--- src/rtl/i2c_rx_pkg.sv ---
// Shared constants and types for the I2C slave receive path.
// Assumes 8-bit bytes and 7-bit device addresses, as the protocol fixes.
package i2c_rx_pkg;
    localparam int BYTE_W      = 8;
    localparam int DEV_ADDR_W  = 7;
    localparam int SEL_W       = 2;

    localparam logic [SEL_W-1:0] SEL_RXBUF  = 2'd0;
    localparam logic [SEL_W-1:0] SEL_STATUS = 2'd1;
    localparam logic [SEL_W-1:0] SEL_CTRL   = 2'd2;
    localparam logic [SEL_W-1:0] SEL_OWN    = 2'd3;

    localparam int STAT_FULL_POS = 0;
    localparam int CTRL_OVF_POS  = 6;
    localparam int CTRL_IRQ_POS  = 7;

    typedef enum logic [1:0] {
        LINK_IDLE,
        LINK_ADDR,
        LINK_DATA,
        LINK_SKIP
    } link_state_t;

    typedef struct packed {
        logic              valid;
        logic              accepted;
        logic [BYTE_W-1:0] data;
    } rx_evt_t;
endpackage

--- src/rtl/i2c_line_filter.sv ---
// Synchronizes one bus line into the clk domain and only accepts a new
// level once it has been seen unchanged for MIN_PHASE clocks.
// Assumes the line idles high. Both bus lines use the same instance type,
// so their edges keep their relative order.
module i2c_line_filter #(
    parameter int MIN_PHASE   = 4,
    parameter int SYNC_STAGES = 2
) (
    input  logic clk,
    input  logic rst_n,
    input  logic raw_in,
    output logic level,
    output logic rise,
    output logic fall
);
    logic [SYNC_STAGES-1:0] sync_q;
    logic                   synced;
    logic                   level_q;
    logic                   level_d;

    // Metastability guard: shift the raw line through the sync chain.
    always_ff @(posedge clk) begin
        if (!rst_n) sync_q <= '1;
        else        sync_q <= {sync_q[SYNC_STAGES-2:0], raw_in};
    end

    assign synced = sync_q[SYNC_STAGES-1];

    generate
        if (MIN_PHASE <= 1) begin : g_direct
            // No phase qualification: follow the synchronized line.
            always_ff @(posedge clk) begin
                if (!rst_n) level_q <= 1'b1;
                else        level_q <= synced;
            end
        end else begin : g_hold
            localparam int CNT_W = $clog2(MIN_PHASE);
            logic [CNT_W-1:0] run_q;

            // Count how long the line has differed; flip after MIN_PHASE clocks.
            always_ff @(posedge clk) begin
                if (!rst_n) begin
                    run_q   <= '0;
                    level_q <= 1'b1;
                end else if (synced == level_q) begin
                    run_q   <= '0;
                end else if (run_q == CNT_W'(MIN_PHASE - 1)) begin
                    level_q <= synced;
                    run_q   <= '0;
                end else begin
                    run_q   <= run_q + 1'b1;
                end
            end
        end
    endgenerate

    // Delayed copy of the qualified level for edge pulses.
    always_ff @(posedge clk) begin
        if (!rst_n) level_d <= 1'b1;
        else        level_d <= level_q;
    end

    assign level = level_q;
    assign rise  = level_q & ~level_d;
    assign fall  = ~level_q & level_d;
endmodule

--- src/rtl/i2c_rx_engine.sv ---
// Bus-side protocol engine: START/STOP detection, bit counting, address
// compare, acknowledge drive and a one-cycle completed-byte event.
// Assumes filtered, edge-aligned SCL/SDA. The accept decision (room_ok)
// is taken at the SCL falling edge that ends bit 8. The event is issued
// at the falling edge that ends the ninth clock.
module i2c_rx_engine
    import i2c_rx_pkg::*;
(
    input  logic                  clk,
    input  logic                  rst_n,
    input  logic                  scl_lvl,
    input  logic                  scl_rise,
    input  logic                  scl_fall,
    input  logic                  sda_lvl,
    input  logic                  sda_rise,
    input  logic                  sda_fall,
    input  logic [DEV_ADDR_W-1:0] own_addr,
    input  logic                  room_ok,
    output logic                  ack_drive,
    output rx_evt_t               evt,
    output logic                  matched,
    output logic                  start_det,
    output logic                  stop_det
);
    localparam int CNT_W = $clog2(BYTE_W + 1);
    localparam logic [CNT_W-1:0] LAST_BIT = CNT_W'(BYTE_W);

    link_state_t       state;
    logic [CNT_W-1:0]  bit_cnt;
    logic [BYTE_W-1:0] shreg;
    logic              in_ack;
    logic              ack_q;
    logic              ok_q;
    logic              receiving;
    logic              shift_en;
    logic              byte_end;
    logic              ack_end;
    logic              addr_hit;
    logic              claim;

    // Bus condition and phase decode from the filtered lines.
    always_comb begin
        start_det = sda_fall & scl_lvl;
        stop_det  = sda_rise & scl_lvl;
        receiving = (state == LINK_ADDR) || (state == LINK_DATA);
        shift_en  = receiving & scl_rise & ~in_ack & (bit_cnt != LAST_BIT);
        byte_end  = receiving & scl_fall & ~in_ack & (bit_cnt == LAST_BIT);
        ack_end   = receiving & scl_fall & in_ack;
        addr_hit  = (shreg[BYTE_W-1:1] == own_addr) & ~shreg[0];
        claim     = (state == LINK_DATA) | ((state == LINK_ADDR) & addr_hit);
    end

    // Link state, bit counter and acknowledge phase control.
    always_ff @(posedge clk) begin
        if (!rst_n) begin
            state   <= LINK_IDLE;
            bit_cnt <= '0;
            in_ack  <= 1'b0;
            ack_q   <= 1'b0;
            ok_q    <= 1'b0;
        end else if (start_det) begin
            state   <= LINK_ADDR;
            bit_cnt <= '0;
            in_ack  <= 1'b0;
            ack_q   <= 1'b0;
        end else if (stop_det) begin
            state   <= LINK_IDLE;
            bit_cnt <= '0;
            in_ack  <= 1'b0;
            ack_q   <= 1'b0;
        end else if (shift_en) begin
            bit_cnt <= bit_cnt + 1'b1;
        end else if (byte_end) begin
            if (claim) begin
                in_ack <= 1'b1;
                ok_q   <= room_ok;
                ack_q  <= room_ok;
                if (state == LINK_ADDR) state <= LINK_DATA;
            end else begin
                state   <= LINK_SKIP;
                bit_cnt <= '0;
            end
        end else if (ack_end) begin
            in_ack  <= 1'b0;
            ack_q   <= 1'b0;
            bit_cnt <= '0;
        end
    end

    // Shift register: sample SDA on each qualified SCL rise, MSB first.
    always_ff @(posedge clk) begin
        if (!rst_n)        shreg <= '0;
        else if (shift_en) shreg <= {shreg[BYTE_W-2:0], sda_lvl};
    end

    // Completed-byte event, one clock wide, at the end of the ninth clock.
    always_ff @(posedge clk) begin
        if (!rst_n) begin
            evt <= '0;
        end else begin
            evt.valid <= ack_end & ~start_det & ~stop_det;
            if (ack_end) begin
                evt.accepted <= ok_q;
                evt.data     <= shreg;
            end
        end
    end

    assign ack_drive = ack_q;
    assign matched   = (state == LINK_DATA);
endmodule

--- src/rtl/i2c_rx_regs.sv ---
// Software-visible side: holding buffer, buffer-full, overflow and
// interrupt flags, own-address register and read multiplexer.
// Assumes at most one completed-byte event per clock. A flag set by an
// event wins over a software clear in the same clock.
module i2c_rx_regs
    import i2c_rx_pkg::*;
#(
    parameter logic [DEV_ADDR_W-1:0] OWN_ADDR_RESET = 7'h2A
) (
    input  logic                  clk,
    input  logic                  rst_n,
    input  rx_evt_t               evt,
    input  logic [SEL_W-1:0]      reg_sel,
    input  logic                  reg_wr,
    input  logic                  reg_rd,
    input  logic [BYTE_W-1:0]     reg_wdata,
    output logic [BYTE_W-1:0]     reg_rdata,
    output logic [DEV_ADDR_W-1:0] own_addr,
    output logic                  room_ok,
    output logic                  buf_full,
    output logic                  ovf,
    output logic                  irq_flag,
    output logic [BYTE_W-1:0]     rxbuf
);
    logic take;
    logic refuse;
    logic ctrl_wr;
    logic buf_rd;

    // Event and access strobes.
    always_comb begin
        take    = evt.valid & evt.accepted;
        refuse  = evt.valid & ~evt.accepted;
        ctrl_wr = reg_wr & (reg_sel == SEL_CTRL);
        buf_rd  = reg_rd & (reg_sel == SEL_RXBUF);
    end

    // Holding buffer: loaded only by an accepted byte.
    always_ff @(posedge clk) begin
        if (!rst_n)    rxbuf <= '0;
        else if (take) rxbuf <= evt.data;
    end

    // Buffer-full: set by a load, cleared by a buffer read.
    always_ff @(posedge clk) begin
        if (!rst_n)      buf_full <= 1'b0;
        else if (take)   buf_full <= 1'b1;
        else if (buf_rd) buf_full <= 1'b0;
    end

    // Overflow: set by a refused byte, cleared only by a control write.
    always_ff @(posedge clk) begin
        if (!rst_n)       ovf <= 1'b0;
        else if (refuse)  ovf <= 1'b1;
        else if (ctrl_wr) ovf <= ovf & reg_wdata[CTRL_OVF_POS];
    end

    // Interrupt flag: set by any completed claimed byte.
    always_ff @(posedge clk) begin
        if (!rst_n)         irq_flag <= 1'b0;
        else if (evt.valid) irq_flag <= 1'b1;
        else if (ctrl_wr)   irq_flag <= irq_flag & reg_wdata[CTRL_IRQ_POS];
    end

    // Own device address register.
    always_ff @(posedge clk) begin
        if (!rst_n)                            own_addr <= OWN_ADDR_RESET;
        else if (reg_wr && reg_sel == SEL_OWN) own_addr <= reg_wdata[DEV_ADDR_W-1:0];
    end

    // Read multiplexer.
    always_comb begin
        reg_rdata = '0;
        case (reg_sel)
            SEL_RXBUF:  reg_rdata = rxbuf;
            SEL_STATUS: reg_rdata[STAT_FULL_POS] = buf_full;
            SEL_CTRL: begin
                reg_rdata[CTRL_OVF_POS] = ovf;
                reg_rdata[CTRL_IRQ_POS] = irq_flag;
            end
            default:    reg_rdata[DEV_ADDR_W-1:0] = own_addr;
        endcase
    end

    assign room_ok = ~buf_full & ~ovf;
endmodule

--- src/rtl/i2c_rx_slave.sv ---
// Top of the I2C slave receive path: two line filters, the protocol
// engine and the register block. Assumes SCL and SDA arrive asynchronously
// and the board drives SDA as an open-drain line (sda_pull_low = 1 pulls low).
module i2c_rx_slave
    import i2c_rx_pkg::*;
#(
    parameter int                    MIN_PHASE      = 4,
    parameter logic [DEV_ADDR_W-1:0] OWN_ADDR_RESET = 7'h2A
) (
    input  logic              clk,
    input  logic              rst_n,
    input  logic              scl_in,
    input  logic              sda_in,
    output logic              sda_pull_low,
    input  logic [SEL_W-1:0]  reg_sel,
    input  logic              reg_wr,
    input  logic              reg_rd,
    input  logic [BYTE_W-1:0] reg_wdata,
    output logic [BYTE_W-1:0] reg_rdata,
    output logic              irq
);
    logic                  scl_lvl_w, scl_rise_w, scl_fall_w;
    logic                  sda_lvl_w, sda_rise_w, sda_fall_w;
    logic [DEV_ADDR_W-1:0] own_addr_w;
    logic                  room_ok_w;
    logic                  matched_w, start_w, stop_w;
    logic                  full_w, ovf_w;
    logic [BYTE_W-1:0]     rxbuf_w;
    rx_evt_t               evt_w;

    i2c_line_filter #(.MIN_PHASE(MIN_PHASE)) u_scl_filt (
        .clk(clk), .rst_n(rst_n), .raw_in(scl_in),
        .level(scl_lvl_w), .rise(scl_rise_w), .fall(scl_fall_w)
    );

    i2c_line_filter #(.MIN_PHASE(MIN_PHASE)) u_sda_filt (
        .clk(clk), .rst_n(rst_n), .raw_in(sda_in),
        .level(sda_lvl_w), .rise(sda_rise_w), .fall(sda_fall_w)
    );

    i2c_rx_engine u_engine (
        .clk(clk), .rst_n(rst_n),
        .scl_lvl(scl_lvl_w), .scl_rise(scl_rise_w), .scl_fall(scl_fall_w),
        .sda_lvl(sda_lvl_w), .sda_rise(sda_rise_w), .sda_fall(sda_fall_w),
        .own_addr(own_addr_w), .room_ok(room_ok_w),
        .ack_drive(sda_pull_low), .evt(evt_w),
        .matched(matched_w), .start_det(start_w), .stop_det(stop_w)
    );

    i2c_rx_regs #(.OWN_ADDR_RESET(OWN_ADDR_RESET)) u_regs (
        .clk(clk), .rst_n(rst_n), .evt(evt_w),
        .reg_sel(reg_sel), .reg_wr(reg_wr), .reg_rd(reg_rd),
        .reg_wdata(reg_wdata), .reg_rdata(reg_rdata),
        .own_addr(own_addr_w), .room_ok(room_ok_w),
        .buf_full(full_w), .ovf(ovf_w), .irq_flag(irq), .rxbuf(rxbuf_w)
    );
endmodule

--- config.mk ---
export PLATFORM = sky130hd
export DESIGN_NAME = i2c_rx_slave
export DESIGN_NICKNAME = d
export VERILOG_FILES = /design/src/rtl/i2c_rx_pkg.sv /design/src/rtl/i2c_line_filter.sv /design/src/rtl/i2c_rx_engine.sv /design/src/rtl/i2c_rx_regs.sv /design/src/rtl/i2c_rx_slave.sv
export SDC_FILE = /design/constraint.sdc
export NUM_CORES = 1
export LEC_CHECK = 0
export ABC_AREA = 1
export BUFFER_PORTS_ARGS = -buffer_cell sky130_fd_sc_hd__buf_4
export CORE_ASPECT_RATIO = 1.1
export CORE_MARGIN = 2
export CORE_UTILIZATION = 30
export DETAILED_ROUTE_END_ITERATION = 7
export HOLD_SLACK_MARGIN = 0.05
export PLACE_DENSITY = 0.46
export SLEW_MARGIN = 25
export SYNTH_ARGS = -nofsm -noshare
export SYNTH_HDL_FRONTEND = slang
export SYNTH_HIERARCHICAL = 1
export SYNTH_SLANG_ARGS = --single-unit
--- constraint.sdc ---
create_clock -name clk -period 1.51 [get_ports clk]
set_input_delay 0.0755 -clock clk [delete_from_list [all_inputs] [get_ports clk]]
set_output_delay 0.0755 -clock clk [all_outputs]
set_load 0.02 [all_outputs]
==> results.ini, run 1 <==
[outcome]
status = completed

[global_routing]
overflow = 0
grt_pass1_wl_um = 9459
grt_max_degree = 23
antenna_found_initial = 0
grt_pass1_vias = 2127
globalRouteTotalUtil_pct = 12.99

[placed_design]
place_congestion = 0.7710
dp_hpwl_um = 3988
numPortBuffers = 25

[timing]
fin_skew_ps = 5.173
tightest_slew_ps = 334.9
max_clock_freq_ghz = 0.7101
slew_viol_final = 0
rsz0062_at_grt = yes
period_share_pct = 93.26
period_minus_slack_ps = 1408
maxSlewHeadroom_pct = 77.65
setup_viol = 0
hold_viol_final = 0

[power]
p_total_mw = 3.283
powerDensity_nw_per_um2 = 987.5
power.internal_mw = 2.533
p_clk_share_pct = 47.7
p_switching_mw = 0.7498
pwr-share-seq_pct = 46.8
swShare_pct = 22.84
peakVddDrop_mv = 0.4223
power.leakage_nw = 1.536
comb_power_share_pct = 5.6

[critical_path]
critPathLaunchType = flip-flop
path_max_fanout = 5
path_cells = inv_2, ha_4, inv_4, nand3_4, nor2_4, buf_6, nand2_4, nand2_4, nand2_2, a21oi_2
cpPeakStageDelay_ps = 340
cp_slowest_cell = dfxtp_2
cp.required_ps = 1780
worstSetupPathType = flip-flop to flip-flop
crit_family = simple AND/OR/NAND/NOR gates
endpoint_kind = flip-flop
cp.buffers_inverters = 3
cp.arrival_ps = 1680
cpMostUsedCell = nand2_4

[clocking]
insertion_delay_ps = 340
htreeDepth = 3
clockBufferDepth = 2
clock-sinks = 57
cts_buffers = 9
cts.reportedPaths.clkPinSlew_ps = 70
clockRootBuffer = clkbuf_8
cts_tree = built

[die]
die-area_um2 = 9206
initial_core_util_pct = 30.64
die_h_um = 100.4
rows = 35
core_area_um2 = 8277
die_w_um = 91.67
io_pins = 26

[synthesis]
synth.most_common_cell = nand2_1
synth_common_cells = 68 x nand2_1, 57 x dfxtp_1, 44 x nor2_1
synth.area.top_cells = dfxtp_1 45%, nand2_1 10%, nor2_1 6.5%, o21ai_0 6.1%, a21oi_1 5.7%
synthCells = 347
synth_area_um2 = 2536
ys_seq_area_share_pct = 44.99
syn-num-nets = 369
ys_ff_latch = 57
ys_types = 27
async_flop_share_pct = 0
synth-edff-count = 0
syn_avg_cell_area_um2 = 7.309
yosys_warnings = 6
synth_top_area_cell = dfxtp_1
synth_top_area_share_pct = 44.99
synth_flop_cell = dfxtp_1

[routing]
ant_nets = 0
detail_route.iter0.violations = 42
drt-wirelength-per-cell_um = 10.56
wl_met1_um = 2582
highest_layer = met4
dr.pass1.iters = 5
viasPerCell = 4.314
drt-total-wl_um = 5416
drc = 0
wl_met2_um = 2509
wl_met3_um = 205
vias = 2213

[run]
max_cap_viol_count = 0

[final_layout]
antenna_cells = 0
syn2layout_area_growth_pct = 31.08
nNetsFinal = 419
utilization_pct = 40.17
drive_above_1_share_pct = 24.63

[min_path]
min_path_type = primary input to flip-flop

-- timing repair --
action                     CTS  global route
hold buffers                13             0
gates resized for setup      0            26
setup endpoints to repair    0            15
buffers inserted             0             1
hold endpoints to repair    11             0
-- placed cells by master (no fill, tap or decap), types with 3 or more instances in the layout --
master / Yosys / routed
ha_1: 6 / 4
or2_1: 4 / 4
nand3_1: 26 / 24
nand2_2: 4 / 7
inv_1: 35 / 33
buf_6: 0 / 3
nand2_4: 3 / 3
a21oi_1: 29 / 28
dfxtp_1: 57 / 54
inv_2: 16 / 16
nand3_2: 4 / 5
nor2_2: 1 / 3
nor2_4: 4 / 4
o21ai_1: 2 / 4
clkbuf_8: 0 / 9
dlygate4sd3_1: 0 / 13
nand2_1: 68 / 65
o21ai_0: 31 / 28
nor2_1: 44 / 42
buf_4: 1 / 29
dfxtp_2: 0 / 3
-- power by group through the flow --
stage / clock (mW) / sequential, mW / combinational, mW
floorplan: 0 / 1.56 / 0.0913
global placement: 0 / 1.57 / 0.156
detailed placement: 0 / 1.57 / 0.157
CTS: 1.62 / 1.53 / 0.184
global route: 1.67 / 1.54 / 0.205
finish: 1.56 / 1.54 / 0.183
-- metrics by stage --
stage / hold slack [ps] / std cells / setup WS, ps / instance area [µm²] / setup TNS [ps]
5_1_grt: 125.1 / 513 / -7.448 / 3324 / -8.159
3_3_place_gp: 259.4 / 483 / 58.39 / 2889 / 0
4_1_cts: 74.89 / 512 / 1.037 / 3238 / 0
6_report: 93.72 / 513 / 101.8 / 3324 / 0
2_1_floorplan: 144.5 / 347 / 26.98 / 2549 / 0
3_5_place_dp: 262.5 / 483 / 31.69 / 2889 / 0
-- flip-flops by register name, summed over array words and instances, names as in the netlist --
signal	count
u_engine/evt	10
u_engine/shreg	8
u_regs/rxbuf	8
u_regs/own_addr	7
u_engine/bit_cnt	4
u_engine/state	2
u_scl_filt/g_hold.run_q	2
u_scl_filt/sync_q	2
u_sda_filt/g_hold.run_q	2
u_sda_filt/sync_q	2
u_engine/ack_drive	1
u_engine/in_ack	1
u_engine/ok_q	1
u_regs/buf_full	1
u_regs/irq_flag	1
u_regs/ovf	1
u_scl_filt/level	1
u_scl_filt/level_d	1
u_sda_filt/level	1
u_sda_filt/level_d	1
-- final timing paths --
path / start / endpoint / slack [ps] / cells past startpoint
max: u_engine/state[0]$_SDFFE_PN0P_ / u_engine/bit_cnt[1]$_SDFFE_PP0P_ / 100 / 10
min: reg_wdata[7] / u_regs/irq_flag$_SDFFE_PN0P_ / 90 / 5
min reg2reg: u_scl_filt/sync_q[0]$_SDFF_PN1_ / u_scl_filt/sync_q[1]$_SDFF_PN1_ / 410 / 1
max reg2reg: u_engine/state[0]$_SDFFE_PN0P_ / u_engine/bit_cnt[1]$_SDFFE_PP0P_ / 100 / 10
-- area by class of cell --
type	count	area, µm²
multi-input cells	233	1244
clock buffers	9	123.9
inverters	51	196.4
well taps	111	138.9
fillers	874	4952
flip-flops and latches	57	1145
repair buffers	45	381.6
clock inverters	7	95.09
-- worst register-to-register path, delay by kind of cell, from the launching register on --
| kind | cells | cell delay (ps) |
|---|---|---|
| buffers and inverters | 3 | 240 |
| flip-flops | 1 | 340 |
| adder cells (fa/ha/maj) | 1 | 230 |
| AND/OR/NAND/NOR | 5 | 420 |
| AO/OA/AOI/OAI | 1 | 120 |
-- per-layer routing --
metal / vias up / GRT usage (%)
met4: 0 / 6.993
met5: - / 0
met2: 31 / 21.66
met3: 11 / 3.078
met1: 970 / 15.49
li1: 1201 / -
-- cells by family (layout without fill, tap and decap cells) --
family | count (synthesis) | after routing | synth area share [%]
AND/OR/NAND/NOR | 163 | 163 | 30.44
AO/OA/AOI/OAI | 63 | 63 | 12.48
flip-flops | 57 | 57 | 44.99
buffers and inverters | 57 | 112 | 8.781
adder cells (fa/ha/maj) | 6 | 6 | 2.960
XOR/XNOR | 1 | 1 | 0.3454
Note: power is estimated with default switching activity, not from simulation.
==> run 2: changes to the inputs <==
- SYNTH_HIERARCHICAL: 1 -> default
==> run 2 against run 1 <==
Effect of this change: the flow now finishes with violations (setup timing); wire length is 1.5% higher; clock skew increased by 2.9 ps; flip-flop and latch count is the same; worst setup slack worse by 110 ps; non-clock buffer count is 1 higher; combinational power is 2% lower; first-iteration DRC count rose by 64%.
==> results.ini, run 2 <==
[min_path]
whs_path_depth = 3  ; -2
hold_end = u_regs.irq_flag$_SDFFE_PN0P_
min_path_type = primary input to flip-flop
min_from = reg_wdata[7]

[die]
core_area_um2 = 7785  ; -5.9%
rows = 34  ; -2.9%
die-area_um2 = 8636  ; -6.2%
initial_core_util_pct = 30.47  ; -0.17 points
io_pins = 26  ; unchanged
die_w_um = 88.79  ; -3.1%
die_h_um = 97.27  ; -3.2%

[placed_design]
place_congestion = 0.7210  ; -6.5%
dp_cells = 445  ; -7.9%
numPortBuffers = 25  ; unchanged
dp_hpwl_um = 4017  ; +0.74%

[routing]
vias = 2065  ; -6.7%
ant_nets = 0  ; unchanged
dr.pass1.iters = 4  ; -1
highest_layer = met4
wl_met3_um = 164  ; -20%
viasPerCell = 4.403  ; +2.1%
drt-total-wl_um = 5496  ; +1.5%
drc = 0  ; unchanged
wl_met2_um = 2696  ; +7.5%
detail_route.iter0.violations = 69  ; +64%
drt-wirelength-per-cell_um = 11.72  ; +11%
wl_met1_um = 2550  ; -1.2%

[critical_path]
rr_worst_depth = 9  ; -1
endpoint_kind = flip-flop
cp.arrival_ps = 1770  ; +90 ps
path_max_fanout = 6  ; +1
critPathLaunchType = flip-flop
worstSetupPathType = flip-flop to flip-flop
rrSetupSlack_ps = -8  ; -110 ps
reg2reg_from = u_engine.state[0]$_SDFFE_PN0P_
cp.required_ps = 1760  ; -20 ps
reg2reg_to = u_engine.bit_cnt[2]$_SDFFE_PP0P_

[synthesis]
syn_avg_cell_area_um2 = 7.677  ; +5.0%
synth.area.top_cells = dfxtp_1 48%, o21ai_0 8.9%, a21oi_1 8.6%, nand2_1 7.8%, inv_1 5.2%
ys_types = 27  ; unchanged
synth_top_area_cell = dfxtp_1
synth_area_um2 = 2372  ; -6.5%
async_flop_share_pct = 0  ; unchanged
synth_common_cells = 57 x dfxtp_1, 49 x nand2_1, 42 x o21ai_0
syn-num-nets = 332  ; -10%
synth_top_area_share_pct = 48.10  ; +3.1 points
ys_seq_area_share_pct = 48.10  ; +3.1 points
synth.most_common_cell = dfxtp_1
synthCells = 309  ; -11%
ys_ff_latch = 57  ; unchanged
synth-edff-count = 0  ; unchanged
yosys_warnings = 0  ; -6
synth_flop_cell = dfxtp_1

[clocking]
clock-sinks = 57  ; unchanged
clockRootBuffer = clkbuf_8
cts_tree = built
cts_buffers = 9  ; unchanged
htreeDepth = 3  ; unchanged
insertion_delay_ps = 330  ; about the same
clockBufferDepth = 2  ; unchanged
cts.reportedPaths.clkPinSlew_ps = 60  ; about the same

[power]
power.internal_mw = 2.214  ; -13%
powerDensity_nw_per_um2 = 936.3  ; -5.2%
peakVddDrop_mv = 0.4352  ; +3.0%
power.leakage_nw = 1.263  ; -18%
p_total_mw = 2.864  ; -13%
pwr-share-seq_pct = 53.4  ; +6.6 points
comb_power_share_pct = 6.3  ; +0.7 points
p_clk_share_pct = 40.4  ; -7.3 points
swShare_pct = 22.69  ; -0.14 points
p_switching_mw = 0.6500  ; -13%

[final_layout]
mostFrequentLayoutCell = dfxtp_1
reg.largest.list = u_engine.evt: 10 flops, u_engine.shreg: 8 flops, u_regs.rxbuf: 8 flops
final_cell_mix = 55 x dfxtp_1, 47 x nand2_1, 39 x a21oi_1
drive_above_1_share_pct = 22.16  ; -2.5 points
nNetsFinal = 382  ; -8.8%
antenna_cells = 0  ; unchanged
syn2layout_area_growth_pct = 28.96
fin_cells = 469  ; -8.6%
largest_reg_flops = 10  ; unchanged
largest_register = u_engine.evt
n_fill_cell = 823  ; -5.8%

[timing]
tightest_slew_ps = 500.4  ; +165.5 ps
rsz0062_at_grt = yes
setup_viol = 3  ; +3
slew_viol_final = 0  ; unchanged
maxSlewHeadroom_pct = 66.52  ; -11 points
hold_viol_final = 0  ; unchanged
fin_skew_ps = 8.084  ; +2.911 ps
period_minus_slack_ps = 1518  ; +110.0 ps
max_clock_freq_ghz = 0.6587  ; -7.2%
period_share_pct = 100.5  ; +7.3 points
tns_ps = -22.01  ; -22.01 ps
setup_ws_ps = -8.232  ; -110.0 ps

[outcome]
failed_checks = setup timing
status = finished with violations

[global_routing]
grt_pass1_vias = 2000  ; -6.0%
grt_pass1_wl_um = 9335  ; -1.3%
globalRouteTotalUtil_pct = 14.12  ; +1.1 points
overflow = 0  ; unchanged
grt_max_degree = 35  ; +52%
antenna_found_initial = 0  ; unchanged

[run]
max_cap_viol_count = 0  ; unchanged

run 2: area by class of cell:
class | instances | area, µm² | area share, %
inverter | 38 | 142.6 | 4.663
multi-input combinational | 207 | 1101 | 35.99
sequential | 57 | 1144 | 37.38
clock buffer | 12 | 145.1 | 4.744
timing repair buffer | 46 | 386.6 | 12.64
tap | 108 | 135.1 | 4.417
clock inverter | 1 | 5.005 | 0.1636
run 2: timing repair:
action	in CTS	in global routing
resized for setup	4	15
setup endpoints to repair	9	23
endpoints found under the hold margin	10	0
setup buffers	0	1
pin swaps	4	7
hold buffers	10	0
run 2: power groups by stage:
stage	sequential (mW)	combinational (mW)	clock, mW
5_1_grt	1.53	0.201	1.25
3_3_place_gp	1.56	0.158	0
4_1_cts	1.53	0.181	1.20
6_report	1.53	0.179	1.16
2_1_floorplan	1.56	0.0840	0
3_5_place_dp	1.56	0.160	0
run 2: how the worst max path moves through the flow:
stage	startpoint	to	slack (ps)	cells after the start
floorplan	u_engine.state[0]$_SDFFE_PN0P_	u_engine.state[0]$_SDFFE_PN0P_	10	8
global placement	u_engine.state[0]$_SDFFE_PN0P_	u_engine.state[0]$_SDFFE_PN0P_	-40	8
detailed placement	u_engine.state[0]$_SDFFE_PN0P_	u_engine.state[0]$_SDFFE_PN0P_	-70	8
CTS	u_engine.state[0]$_SDFFE_PN0P_	u_engine.state[0]$_SDFFE_PN0P_	0.3	8
global route	u_engine.state[0]$_SDFFE_PN0P_	u_engine.bit_cnt[2]$_SDFFE_PP0P_	-150	9
finish	u_engine.state[0]$_SDFFE_PN0P_	u_engine.bit_cnt[2]$_SDFFE_PP0P_	-8	9
run 2: routing by layer:
metal	up-vias	global-route usage, %
met5	-	0
met4	0	6.294
met3	8	3.314
met2	25	22.68
met1	922	17.66
li1	1110	-
run 2: logic make-up (layout without fill, tap and decap cells):
| kind of cell | Yosys count | in the layout | synth area share [%] |
|---|---|---|---|
| AND/OR/NAND/NOR | 110 | 110 | 21.20 |
| XOR/XNOR | 1 | 1 | 0.3693 |
| flip-flops | 57 | 57 | 48.10 |
| buffers and inverters | 45 | 97 | 7.331 |
| adder cells (fa/ha/maj) | 7 | 7 | 3.692 |
| AO/OA/AOI/OAI | 89 | 89 | 19.30 |
run 2: through the flow:
step	utilization (%)	hold slack, ps	worst slack [ps]	instance area [µm²]
after CTS	38.78	60.98	0.2943	3019
after detailed placement	35.50	266.0	-68.72	2764
after global routing	39.30	99.94	-146.0	3059
after floorplan	-	182.1	12.61	2385
final	39.30	78.74	-8.232	3059
after global placement	35.50	263.5	-38.57	2764
run 2: worst max-delay path: stages, from the launching register on:
cell and delay [ps]:
dfxtp_2 330, inv_2 50, ha_4 220, nor2_4 120
nand2_4 70, nor3_4 270, nand2_2 140, nand2_4 100
nand2_1 50, a21oi_1 110
==> run 3: changes to the inputs <==
- SKIP_CTS_REPAIR_TIMING: default -> 1
==> run 3 against run 2 <==
Effect of this change: the flow still finishes with violations (setup timing); combinational power shrank 4%; final area shrank 0.53%; register-to-register slack is essentially flat; core utilization shrank 0.21 points; via count shrank 0.34%; first-iteration DRC count grew 10%; die area is the same; clock-buffer cell count is the same; wire length grew 0.24%; hold slack lost 46 ps; final cell count shrank 0.43%; critical endpoint unchanged; largest cell class unchanged.
==> results.ini, run 3 (same netlist as run 2, synthesis figures left out) <==
[clocking]
cts.reportedPaths.clkPinSlew_ps = 60  ; about the same
clockBufferDepth = 2  ; unchanged
cts_buffers = 9  ; unchanged
cts_tree = built
clockRootBuffer = clkbuf_8
clock-sinks = 57  ; unchanged
htreeDepth = 3  ; unchanged
insertion_delay_ps = 330  ; about the same

[global_routing]
globalRouteTotalUtil_pct = 13.96  ; -0.15 points
antenna_found_initial = 0  ; unchanged
grt_pass1_wl_um = 9211  ; -1.3%
overflow = 0  ; unchanged
grt_pass1_vias = 1977  ; -1.2%
grt_max_degree = 35  ; unchanged

[timing]
hold_viol_final = 0  ; unchanged
fin_skew_ps = 8.257  ; +0.1724 ps
period_share_pct = 100.2  ; -0.34 points
tightest_slew_ps = 500.4  ; unchanged
setup_ws_ps = -3.172  ; +5.060 ps
rsz0062_at_grt = yes
hold_slack_ps = 33.14  ; -45.61 ps
period_minus_slack_ps = 1513  ; -5.060 ps
tns_ps = -4.976  ; +17.04 ps
setup_viol = 2  ; -1
slew_viol_final = 0  ; unchanged
max_clock_freq_ghz = 0.6609  ; +0.33%
maxSlewHeadroom_pct = 66.52  ; unchanged

[critical_path]
worstSetupPathType = flip-flop to flip-flop
critPathLaunchType = flip-flop
cp.arrival_ps = 1770  ; about the same
endpoint_kind = flip-flop
reg2reg_from = u_engine.state[0]$_SDFFE_PN0P_
worstSetupStartpoint = u_engine.state[0]$_SDFFE_PN0P_
rr_worst_depth = 10  ; +1
path_max_fanout = 5  ; -1
cp.required_ps = 1770  ; about the same

[die]
die-area_um2 = 8636  ; unchanged
core_area_um2 = 7785  ; unchanged
die_w_um = 88.79  ; unchanged
initial_core_util_pct = 30.47  ; unchanged
die_h_um = 97.27  ; unchanged
io_pins = 26  ; unchanged
rows = 34  ; unchanged

[run]
max_cap_viol_count = 0  ; unchanged

[min_path]
whs_path_depth = 3  ; unchanged
min_from = reg_wdata[4]
min_path_type = primary input to flip-flop

[routing]
drc = 0  ; unchanged
dr.pass1.iters = 4  ; unchanged
vias = 2058  ; -0.34%
drt-total-wl_um = 5509  ; +0.24%
viasPerCell = 4.407  ; about the same
drt-wirelength-per-cell_um = 11.80  ; +0.67%
ant_nets = 0  ; unchanged
detail_route.iter0.violations = 76  ; +10%

[final_layout]
largest_register = u_engine.evt
multi_input_area_um2 = 1106  ; +0.45%
syn2layout_area_growth_pct = 28.27
regArea_um2 = 1144  ; unchanged
nNetsFinal = 380  ; -0.52%
mostFrequentLayoutCell = dfxtp_1
drive_above_1_share_pct = 22.84  ; +0.68 points
final_cell_mix = 55 x dfxtp_1, 47 x nand2_1, 39 x a21oi_1
reg.largest.list = u_engine.evt: 10 flops, u_engine.shreg: 8 flops, u_regs.rxbuf: 8 flops
n_fill_cell = 825  ; +0.24%
largest_reg_flops = 10  ; unchanged
antenna_cells = 0  ; unchanged

[power]
p_total_mw = 2.859  ; -0.19%
power.leakage_nw = 1.273  ; +0.75%
peakVddDrop_mv = 0.4081  ; -6.2%
powerDensity_nw_per_um2 = 939.5  ; +0.34%

[placed_design]
place_ws_ps = -68.72  ; unchanged
place_congestion = 0.7210  ; unchanged
numPortBuffers = 25  ; unchanged
dp_hpwl_um = 4017  ; unchanged

[outcome]
status = finished with violations
failed_checks = setup timing

[run 3: cell types whose count changed in the layout (fill, tap and decap cells not counted)]
cell / previous run / this run
nand2_2: 6 / 5
dlygate4sd3_1: 10 / 6
buf_6: 1 / 2
nand2_4: 2 / 3
buf_4: 34 / 35
[run 3: final timing paths]
check	end	slack [ps]
max	u_engine.bit_cnt[2]$_SDFFE_PP0P_	-3
min	u_regs.own_addr[4]$_SDFFE_PN0P_	30
max reg2reg	u_engine.bit_cnt[2]$_SDFFE_PP0P_	-3
min reg2reg	u_sda_filt.sync_q[1]$_SDFF_PN1_	410
[run 3: through the flow]
step / cell area [µm²] / std cells / util (%)
after floorplan: 2385 / 309 / -
after global placement: 2764 / 445 / 35.50
after detailed placement: 2764 / 445 / 35.50
after CTS: 2914 / 458 / 37.43
after global routing: 3043 / 467 / 39.09
final: 3043 / 467 / 39.09
[run 3: worst max-delay path, stage by stage (launching register included)]
cell	delay, ps
dfxtp_2	330
inv_2	50
ha_4	220
nor2_4	120
nand2_4	80
nor3_4	200
buf_6	150
nand2_4	60
nand2_4	80
nand2_1	50
a21oi_1	110
[run 3: routing by layer]
layer	vias up	routed length [µm]	track usage, %
met4	0	96	6.294
met2	25	2708	22.50
li1	1106	-	-
met1	920	2537	17.35
met5	-	0	0
met3	7	166	3.314
[run 3: layout make-up]
class	instances	share of cell area, %
Clock buffer	12	4.770
Clock inverter	1	0.1645
Inverter	38	4.688
Multi-Input combinational cell	207	36.35
Sequential cell	57	37.58
Tap cell	108	4.441
Timing Repair Buffer	44	12.01
[run 3: power by group]
part,internal (mW),switching (mW)
sequential,1.52,0.00772
combinational,0.0765,0.0945
clock,0.610,0.549
